### src/rtl/rcfo_pkg.sv
package rcfo_pkg;
  typedef enum logic [1:0] {
    S_IDLE = 2'd0,
    S_NEG  = 2'd1,
    S_POS  = 2'd2
  } est_state_t;
endpackage

### src/rtl/rcfo_pilot_corr.sv
module rcfo_pilot_corr #(
  parameter int W  = 12,
  parameter int NP = 8,
  parameter int IW = 14,
  parameter int AW = 28
) (
  input  logic                 clk,
  input  logic                 rst,
  input  logic                 in_valid,
  input  logic signed [W-1:0]  in_re,
  input  logic signed [W-1:0]  in_im,
  input  logic signed [IW-1:0] in_idx,
  input  logic                 in_last,
  output logic                 corr_valid,
  output logic signed [AW-1:0] neg_re,
  output logic signed [AW-1:0] neg_im,
  output logic signed [AW-1:0] pos_re,
  output logic signed [AW-1:0] pos_im
);
  localparam int ABW = (NP > 1) ? $clog2(NP) : 1;
  localparam int PRW = 2 * W + 1;

  logic [2*W-1:0] ref_mem [NP];
  logic [2*W-1:0] ref_q;
  logic [ABW-1:0] pos_cnt;
  logic           sym_seen;

  logic                s1_valid, s1_first, s1_last, s1_neg, s1_prev;
  logic signed [W-1:0] s1_re, s1_im;

  // reference store: read-first so one port serves old and new symbol
  always_ff @(posedge clk) begin
    if (in_valid) begin
      ref_q            <= ref_mem[pos_cnt];
      ref_mem[pos_cnt] <= {in_re, in_im};
    end
  end

  always_ff @(posedge clk) begin
    if (rst) begin
      pos_cnt  <= '0;
      sym_seen <= 1'b0;
      s1_valid <= 1'b0;
      s1_first <= 1'b0;
      s1_last  <= 1'b0;
      s1_neg   <= 1'b0;
      s1_prev  <= 1'b0;
      s1_re    <= '0;
      s1_im    <= '0;
    end else begin
      s1_valid <= in_valid;
      if (in_valid) begin
        s1_first <= (pos_cnt == '0);
        s1_last  <= in_last;
        s1_neg   <= ($signed(in_idx) < 0);
        s1_prev  <= sym_seen;
        s1_re    <= in_re;
        s1_im    <= in_im;
        pos_cnt  <= in_last ? '0 : pos_cnt + 1'b1;
        if (in_last) sym_seen <= 1'b1;
      end
    end
  end

  // current times conjugate of previous: four real products, two adders
  logic signed [W-1:0]   old_re, old_im;
  logic signed [2*W-1:0] m_rr, m_ii, m_ir, m_ri;
  logic signed [PRW-1:0] prod_re, prod_im;

  always_comb begin
    old_re  = ref_q[2*W-1:W];
    old_im  = ref_q[W-1:0];
    m_rr    = s1_re * old_re;
    m_ii    = s1_im * old_im;
    m_ir    = s1_im * old_re;
    m_ri    = s1_re * old_im;
    prod_re = PRW'(m_rr) + PRW'(m_ii);
    prod_im = PRW'(m_ir) - PRW'(m_ri);
  end

  always_ff @(posedge clk) begin
    if (rst) begin
      neg_re     <= '0;
      neg_im     <= '0;
      pos_re     <= '0;
      pos_im     <= '0;
      corr_valid <= 1'b0;
    end else begin
      corr_valid <= s1_valid & s1_last & s1_prev;
      if (s1_valid) begin
        if (s1_neg) begin
          neg_re <= (s1_first ? '0 : neg_re) + AW'(prod_re);
          neg_im <= (s1_first ? '0 : neg_im) + AW'(prod_im);
          if (s1_first) begin
            pos_re <= '0;
            pos_im <= '0;
          end
        end else begin
          pos_re <= (s1_first ? '0 : pos_re) + AW'(prod_re);
          pos_im <= (s1_first ? '0 : pos_im) + AW'(prod_im);
          if (s1_first) begin
            neg_re <= '0;
            neg_im <= '0;
          end
        end
      end
    end
  end

  // a symbol never carries more pilots than the reference store holds
  p_pilot_count_r3: assert property (@(posedge clk) disable iff (rst)
    (in_valid && !in_last) |-> (32'(pos_cnt) < NP - 1));

  // a finished correlation always has a stored symbol behind it
  p_corr_needs_ref_r2: assert property (@(posedge clk) disable iff (rst)
    corr_valid |-> sym_seen);
endmodule

### src/rtl/rcfo_cordic.sv
module rcfo_cordic #(
  parameter int CW   = 30,
  parameter int PW   = 16,
  parameter int ITER = 11
) (
  input  logic                 clk,
  input  logic                 rst,
  input  logic                 start,
  input  logic signed [CW-1:0] x_in,
  input  logic signed [CW-1:0] y_in,
  output logic                 busy,
  output logic                 done,
  output logic signed [PW-1:0] ang
);
  localparam int IBW = $clog2(ITER + 1);

  logic signed [PW-1:0] atan_tab [ITER];

  generate
    for (genvar g = 0; g < ITER; g++) begin : g_atan
      localparam real STEP = $atan(1.0 / (2.0 ** g));
      localparam int  CODE = $rtoi(STEP / 3.141592653589793 * (2.0 ** (PW - 1)) + 0.5);
      assign atan_tab[g] = PW'(CODE);
    end
  endgenerate

  logic signed [CW-1:0] xr, yr;
  logic signed [PW-1:0] zr;
  logic [IBW-1:0]       it;

  always_ff @(posedge clk) begin
    if (rst) begin
      xr   <= '0;
      yr   <= '0;
      zr   <= '0;
      it   <= '0;
      busy <= 1'b0;
      done <= 1'b0;
    end else begin
      done <= 1'b0;
      if (start) begin
        busy <= 1'b1;
        it   <= '0;
        if (x_in < 0) begin
          // turn by pi into the right half-plane
          xr <= -x_in;
          yr <= -y_in;
          zr <= {1'b1, {(PW-1){1'b0}}};
        end else begin
          xr <= x_in;
          yr <= y_in;
          zr <= '0;
        end
      end else if (busy) begin
        if (yr >= 0) begin
          xr <= xr + (yr >>> it);
          yr <= yr - (xr >>> it);
          zr <= zr + atan_tab[it];
        end else begin
          xr <= xr - (yr >>> it);
          yr <= yr + (xr >>> it);
          zr <= zr - atan_tab[it];
        end
        it <= it + 1'b1;
        if (it == IBW'(ITER - 1)) begin
          busy <= 1'b0;
          done <= 1'b1;
        end
      end
    end
  end

  assign ang = zr;

  // completion is a single-cycle event
  p_done_pulse_r8: assert property (@(posedge clk) disable iff (rst)
    done |=> !done);

  // the result is never flagged while iterations are still running
  p_done_not_busy_r4: assert property (@(posedge clk) disable iff (rst)
    done |-> !busy);
endmodule

### src/rtl/rcfo_sco_est.sv
module rcfo_sco_est #(
  parameter int W     = 12,
  parameter int NP    = 8,
  parameter int IW    = 14,
  parameter int PW    = 16,
  parameter int ITER  = 11,
  parameter int KW    = 16,
  parameter int KF    = 14,
  parameter int OW    = 18,
  parameter int K_CFO = 13107,
  parameter int K_SCO = 13107
) (
  input  logic                 clk,
  input  logic                 rst,
  input  logic                 pil_valid,
  input  logic signed [W-1:0]  pil_re,
  input  logic signed [W-1:0]  pil_im,
  input  logic signed [IW-1:0] pil_idx,
  input  logic                 pil_last,
  output logic                 est_valid,
  output logic signed [OW-1:0] est_cfo,
  output logic signed [OW-1:0] est_sco
);
  import rcfo_pkg::*;

  localparam int AW = 2 * W + 1 + ((NP > 1) ? $clog2(NP) : 1);
  localparam int CW = AW + 2;
  localparam int SW = PW + 1;
  localparam int FW = PW + KW + 1;
  localparam logic signed [KW-1:0] KC = KW'(K_CFO);
  localparam logic signed [KW-1:0] KS = KW'(K_SCO);

  logic                 corr_valid;
  logic signed [AW-1:0] neg_re, neg_im, pos_re, pos_im;

  rcfo_pilot_corr #(.W(W), .NP(NP), .IW(IW), .AW(AW)) u_corr (
    .clk(clk), .rst(rst),
    .in_valid(pil_valid), .in_re(pil_re), .in_im(pil_im),
    .in_idx(pil_idx), .in_last(pil_last),
    .corr_valid(corr_valid),
    .neg_re(neg_re), .neg_im(neg_im), .pos_re(pos_re), .pos_im(pos_im)
  );

  est_state_t           st;
  logic signed [AW-1:0] snap_re, snap_im;
  logic signed [PW-1:0] ang_neg;

  logic                 c_start, c_busy, c_done;
  logic signed [CW-1:0] c_x, c_y;
  logic signed [PW-1:0] c_ang;

  // negative group goes straight in; positive group waits in the snapshot
  always_comb begin
    c_start = ((st == S_IDLE) && corr_valid) || ((st == S_NEG) && c_done);
    c_x     = (st == S_NEG) ? CW'(snap_re) : CW'(neg_re);
    c_y     = (st == S_NEG) ? CW'(snap_im) : CW'(neg_im);
  end

  rcfo_cordic #(.CW(CW), .PW(PW), .ITER(ITER)) u_cordic (
    .clk(clk), .rst(rst), .start(c_start), .x_in(c_x), .y_in(c_y),
    .busy(c_busy), .done(c_done), .ang(c_ang)
  );

  logic signed [SW-1:0] a_sum, a_dif;
  logic signed [FW-1:0] cfo_full, sco_full;

  always_comb begin
    a_sum    = SW'(ang_neg) + SW'(c_ang);
    a_dif    = SW'(c_ang) - SW'(ang_neg);
    cfo_full = FW'(a_sum) * FW'(KC);
    sco_full = FW'(a_dif) * FW'(KS);
  end

  always_ff @(posedge clk) begin
    if (rst) begin
      st        <= S_IDLE;
      snap_re   <= '0;
      snap_im   <= '0;
      ang_neg   <= '0;
      est_valid <= 1'b0;
      est_cfo   <= '0;
      est_sco   <= '0;
    end else begin
      est_valid <= 1'b0;
      unique case (st)
        S_IDLE: if (corr_valid) begin
          snap_re <= pos_re;
          snap_im <= pos_im;
          st      <= S_NEG;
        end
        S_NEG: if (c_done) begin
          ang_neg <= c_ang;
          st      <= S_POS;
        end
        S_POS: if (c_done) begin
          est_cfo   <= OW'(cfo_full >>> (KF + 1));
          est_sco   <= OW'(sco_full >>> KF);
          est_valid <= 1'b1;
          st        <= S_IDLE;
        end
        default: st <= S_IDLE;
      endcase
    end
  end

  // the shared CORDIC is only launched when it is free
  p_start_when_free_r7: assert property (@(posedge clk) disable iff (rst)
    c_start |-> !c_busy);

  // the strobe lasts one cycle
  p_valid_pulse_r8: assert property (@(posedge clk) disable iff (rst)
    est_valid |=> !est_valid);

  // estimates hold between strobes
  p_hold_outputs_r8: assert property (@(posedge clk) disable iff (rst)
    !est_valid |-> ($stable(est_cfo) && $stable(est_sco)));

  // a symbol end during a running estimate does not restart the sequence
  p_busy_ignores_end_r7: assert property (@(posedge clk) disable iff (rst)
    (corr_valid && st == S_POS) |=> (st != S_NEG));
endmodule

### config.mk
export PLATFORM = sky130hd
export DESIGN_NAME = rcfo_sco_est
export DESIGN_NICKNAME = d
export VERILOG_FILES = /design/src/rtl/rcfo_pkg.sv /design/src/rtl/rcfo_pilot_corr.sv /design/src/rtl/rcfo_cordic.sv /design/src/rtl/rcfo_sco_est.sv
export SDC_FILE = /design/constraint.sdc
export NUM_CORES = 2
export LEC_CHECK = 0
export ABC_AREA = 1
export ABC_CLOCK_PERIOD_IN_PS = 10800
export BUFFER_PORTS_ARGS = -buffer_cell sky130_fd_sc_hd__buf_2
export CORE_UTILIZATION = 58
export DETAILED_ROUTE_END_ITERATION = 6
export PLACE_DENSITY_LB_ADDON = 0.1
export REMOVE_ABC_BUFFERS = 1
export SLEW_MARGIN = 0
export SYNTH_ARGS = -nofsm -noshare
export SYNTH_HDL_FRONTEND = slang
export SYNTH_SLANG_ARGS = --single-unit
export TNS_END_PERCENT = 30
### constraint.sdc
create_clock -name clk -period 10.8 [get_ports clk]
set_input_delay 1.08 -clock clk [delete_from_list [all_inputs] [get_ports clk]]
set_output_delay 1.08 -clock clk [all_outputs]
set_load 0.1 [all_outputs]
======== Word level (Yosys, flattened, before mapping) ========
Memories as Yosys holds them, arrays and structs flattened. A register that Yosys moved wholly into a read port is not among the register bits.
Index checks and enable logic that the tools add are counted.
storage, ports and cells
  flip-flop bits (word level) ............. 339
  latch bits .............................. 0
  RAM bits ................................ 192
  memory bits (read-only) ................. 256
  memories kept ........................... 2
operators by class
  add/sub/neg operators ................... 18
  $mul .................................... 6
  divide/modulo/power cells ............... 0
  $lt $le $gt $ge ......................... 4
  eq/ne operators ......................... 6
  shift operators ......................... 2
  multiplexer cells ....................... 36
  bitwise logic cells ..................... 5
  reduce and logical (&&, ||, !) cells .... 14
memories
  name              words  bits a word  rd ports  clocked after memory_dff  wr ports  line                   RTL
  (name not given)  16     16           1         0                         0         rcfo_cordic.sv:58      zr <= zr + atan_tab[it];
  u_corr.ref_mem    8      24           1         1                         1         rcfo_pilot_corr.sv:23  logic [2*W-1:0] ref_mem [NP];
operator list
  kind                      count
  $mux W30                  10
  $mux W28                  8
  $add A28 B28 Y28          4
  $mul A12 B12 Y24          4
  $mux W16                  6
  $mul A17 B15 Y32 const B  2
  $add A30 B30 Y30          2
  $neg A30 Y30              2
  $sshr A30 B4 Y30          2
  $sub A30 B30 Y30          2
  $ge A30 B1 Y1 const B     1
  $lt A30 B1 Y1 const B     1
  $add A24 B24 Y25          1
  $sub A24 B24 Y25          1
  $add A16 B16 Y17          1
  $sub A16 B16 Y17          1
  $add A16 B16 Y16          1
  $sub A16 B16 Y16          1
  $lt A14 B1 Y1 const B     1
  $reduce_and A2 Y1         4
  $mux W1                   7
  $mux W2                   3
  $ne A2 B1 Y1 const B      3
  $pmux W2 S3               1
  other kinds (18)          22

======== Logic depth before layout (Yosys ltp) ========
  word-level depth ........................ 8
  depth in mapped cells ................... 44
  mapped depth without buffers ............ 42

======== Cells and area by module ========
A second synthesis with hierarchy kept.
unflattened totals
  cell total of the unflattened synthesis .. 9782
  area total of the unflattened synthesis .. 72543.3 um2
by module, submodules not included
  module           instances  cells an instance  area an instance (um2)
  rcfo_pilot_corr  1          5190               42929.9
  rcfo_sco_est     1          2266               16271.9
  rcfo_cordic      1          2326               13341.5

======== Least setup slack after synthesis ========
No wires, ideal clock.
  path type ............................... register to register
  start ................................... register u_corr.s1_re[11]
  end ..................................... register u_corr.pos_im[27]
  setup time .............................. 0.118 ns
  data arrival time ....................... 7.802 ns
  required time ........................... 10.682 ns
  path slack .............................. 2.880 ns
  cell stages (with the launch flop) ...... 36
  path buffers ............................ 2
  path through ............................ dfxtp_1 clkbuf_1 clkbuf_1 nand2_1 inv_1 fa_1 fa_1 inv_1 fa_1 fa_1 fa_1 fa_1 inv_1 fa_1 inv_1 ha_1 nand2_1 nor2_1 o21ai_0 o211ai_1 nor2_1 inv_1 a21oi_1 o21ai_0 xor2_1 ha_1 nand2_1 nor4_1 nand3_1 nand3_1 a21oi_1 or2_0 nand3_1 o21ai_0 nand2_1 nor2_1
between the ends
  longest elaborated chain between the ends .. 4
ends and longest elaborated chain
  what                    line                    RTL
  from (decl)             rcfo_pilot_corr.sv:29   logic signed [W-1:0] s1_re, s1_im;
  from (signal assigned)  rcfo_pilot_corr.sv:57   s1_re <= in_re;
  $mul A12 B12 Y24        rcfo_pilot_corr.sv:76   m_ri = s1_re * old_im;
  $sub A24 B24 Y25        rcfo_pilot_corr.sv:78   prod_im = PRW'(m_ir) - PRW'(m_ri);
  $add A28 B28 Y28        rcfo_pilot_corr.sv:100  pos_im <= (s1_first ? '0 : pos_im) + AW'(prod_im);
  $mux W28                rcfo_pilot_corr.sv:91   if (s1_neg) begin
  to (signal assigned)    rcfo_pilot_corr.sv:100
  to (decl)               rcfo_pilot_corr.sv:18   output logic signed [AW-1:0] pos_im
No other way between the ends.
A chain may end at the register's enable or synchronous reset.

======== Final worst setup path ========
Same ends and word-level chain as after synthesis.

==> impl_metrics.env <==
export IMPL_drc=0
export IMPL_gr_total_overflow=0
export IMPL_cts_buffers=72
export IMPL_synth_largest_area_cell="fa_1"
export IMPL_clk_pin_slew_ns=0.06
export IMPL_avgViaCountPerCell=5.50
export IMPL_worst_setup_path_start_kind="flip-flop"
export IMPL_async_flop_share_pct=0
export IMPL_track_usage_pct=32.0
export IMPL_timing_final_ws_setup_ns=1.47
export IMPL_cp_slowest_cell="dfxtp_1"
export IMPL_dr_pass1_iters=6
export IMPL_ios=79
export IMPL_clock_fmax_ghz=0.107
export IMPL_critical_path_max_stage_delay_ns=0.90
export IMPL_crit_type="flip-flop to flip-flop"
export IMPL_r2r_slack_ns=1.47
export IMPL_worst_hold_path_num_cells=2
export IMPL_min_to="u_corr.neg_re[1]$_SDFFE_PP0P_"
export IMPL_nNetsFinal=10400
export IMPL_ys_ff_latch=554
export IMPL_antenna_found_initial=5
export IMPL_hpwl_mm=148
export IMPL_worstPathRequired_ns=11.38
export IMPL_grt_pass1_wl_mm=309
export IMPL_drt_first_iter_violations=4241
export IMPL_synth_cell_types=72
export IMPL_clockBufferDepth=3
export IMPL_cts_tree="done"
export IMPL_status="finished clean"
export IMPL_rsz0062_at_grt="no"
export IMPL_io_buffers=65
export IMPL_die_area_mm2=0.122
export IMPL_rr_worst_depth=33
export IMPL_vias=58300
export IMPL_mostFrequentLayoutCell="inv_1"
export IMPL_cp_common_cell="fa_1"
export IMPL_syn_area_mm2=0.0698
export IMPL_ys_warn_count=0
export IMPL_grt_pass1_vias=57900
export IMPL_wl_per_cell_um=18.1
export IMPL_nFillCells=10800
export IMPL_timing_final_crit_share_pct=86.4
export IMPL_syn_avg_cell_area_um2=7.70
export IMPL_htreeDepth=3
export IMPL_ys_seq_area_share_pct=19.0
export IMPL_path_max_fanout=16
export IMPL_setup_violations=0
export IMPL_endpoint_kind="flip-flop"
export IMPL_globalplace_congestion=0.952
export IMPL_layout_min_cycle_time_ns=9.33
export IMPL_fp_dieW_um=349
export IMPL_whs_ns=0.461
export IMPL_syn_to_final_growth_pct=5.95
export IMPL_clock_latency_ns=0.72
export IMPL_dieHeight_um=349
export IMPL_yosysTopAreaCellShare_pct=24.1
export IMPL_fp_coreArea_mm2=0.119
export IMPL_max_slew_margin_pct=16.1
export IMPL_clockRootBuffer="clkbuf_16"
export IMPL_hold_start="u_corr.neg_re[1]$_SDFFE_PP0P_"
export IMPL_cts_sinks=554
export IMPL_cts_setup_buffers=0
export IMPL_postCtsResizedCells=0
export IMPL_ys_flop_type="dfxtp_1"
export IMPL_regToRegEndpoint="u_corr.pos_im[27]$_SDFFE_PP0P_"
export IMPL_max_cap_violations=0
export IMPL_fin_tns_setup_ns=0
export IMPL_drv_slew=0
export IMPL_hold_viol=0
export IMPL_hold_buffers=0
export IMPL_drive_above_1_share_pct=4.64
export IMPL_rows=126
export IMPL_layout_common_cells="inv_1, nand2_1, fa_1, a21oi_1, ha_1"
export IMPL_wirelength_mm=192
export IMPL_grt_max_degree=108
export IMPL_hold_class="flip-flop to flip-flop"
export IMPL_final_antenna_net_count=0
export IMPL_worstPathArrival_ns=9.91
export IMPL_syn_inst=9066
export IMPL_fin_skew_ns=0.0736
export IMPL_r2r_start="u_corr.s1_re[11]$_SDFFE_PP0P_"
export IMPL_synth_edf_count=216
export IMPL_ys_top_cells_by_area="fa_1, ha_1, inv_1"
export IMPL_tightest_slew_ns=1.26
export IMPL_start_util_pct=58.8
export IMPL_pre_cts_ws_ns=1.54
==> cells in the mapped netlist (24+ instances only) <==
library cell     n
buf_2           35
a21oi_1        695
o21ai_0        586
fa_1           840
nor2_1         582
o211ai_1        50
nand3_1        230
a21o_1          30
xnor2_1        104
inv_1         1915
o21bai_1        40
clkbuf_1       267
nand2_1       1745
o221ai_1        37
ha_1           592
o21ai_1         79
mux2i_1         31
dfxtp_1        338
edfxtp_1       216
buf_1           26
nand4_1         50
a21boi_0        24
or2_2           50
a31oi_1         32
a221oi_1        25
xor2_1         170
nor3_1          65
==> routing by layer <==
metal / wire, µm / track usage (%) / vias up / part of all wire [%]
met3: 12200 / 3.95 / 342 / 6.4
met1: 82500 / 43.1 / 27900 / 43
met5: 38 / 0 / - / 0.020
li1: - / - / 28200 / -
met2: 89700 / 53.2 / 1786 / 47
met4: 7170 / 11.4 / 6 / 3.7
==> cells by family after synthesis <==
group           share of synthesized area, %
compound gates                          13.5
xor+xnor                                3.51
fa+ha+maj                               34.7
buf+inv                                 12.5
flops                                   19.0
mux                                    0.477
simple gates                            16.3
==> final cells by class <==
type / instances / area [µm²] / area share (%)
multi-input cells: 6233 / 47900 / 64.8
flip-flops and latches: 554 / 13300 / 17.9
inverters: 1931 / 7260 / 9.81
well taps: 1600 / 2000 / 2.71
clock buffers: 92 / 1980 / 2.67
repair buffers: 157 / 1020 / 1.38
clock inverters: 40 / 483 / 0.653
diodes: 4 / 10.0 / 0.0135
==> state kept, by name, summed over array words and instances, names as in the netlist, 16 cells and up <==
name / flops
u_cordic.xr: 30
u_corr.ref_q: 24
est_sco: 18
u_corr.neg_im: 28
snap_im: 28
u_corr.neg_re: 28
u_corr.pos_im: 28
snap_re: 28
ang_neg: 16
u_corr.ref_mem: 192
u_cordic.yr: 30
u_cordic.ang: 16
u_corr.pos_re: 28
est_cfo: 17
==> per-stage QoR <==
| stage | cells | cell area [µm²] | utilization [%] |
|---|---|---|---|
| 2_1_floorplan | 8718 | 68300 | - |
| 3_3_place_gp | 10500 | 71500 | 60.2 |
| 3_5_place_dp | 10500 | 71500 | 60.2 |
| 4_1_cts | 10600 | 73900 | 62.3 |
| 5_1_grt | 10600 | 73900 | 62.3 |
| 6_report | 10600 | 73900 | 62.3 |
==> how the worst max path moves through the flow <==
stage | startpoint | to | cells after the start
floorplan | u_corr.s1_re[11]$_SDFFE_PP0P_ | u_corr.pos_im[27]$_SDFFE_PP0P_ | 33
global placement | u_corr.s1_re[11]$_SDFFE_PP0P_ | u_corr.pos_im[27]$_SDFFE_PP0P_ | 33
detailed placement | u_corr.s1_re[11]$_SDFFE_PP0P_ | u_corr.pos_im[27]$_SDFFE_PP0P_ | 33
CTS | u_corr.s1_re[11]$_SDFFE_PP0P_ | u_corr.pos_im[27]$_SDFFE_PP0P_ | 33
global route | u_corr.s1_re[11]$_SDFFE_PP0P_ | u_corr.pos_im[27]$_SDFFE_PP0P_ | 33
finish | u_corr.s1_re[11]$_SDFFE_PP0P_ | u_corr.pos_im[27]$_SDFFE_PP0P_ | 33
==> critical path: cells and delay by family (launching register included) <==
family,cells,cell delay [ns]
xor gates and xnor gates,1,0.20
buffers and inverters,5,0.68
AOI/OAI and AO/OA,6,0.92
DFF,1,0.90
adders and majority gates,9,4.26
and+or+nand+nor,12,2.21
Power is left out: the tool's default activity adds up to more than one toggle a clock period on the data nets, which glitch-free logic cannot reach.
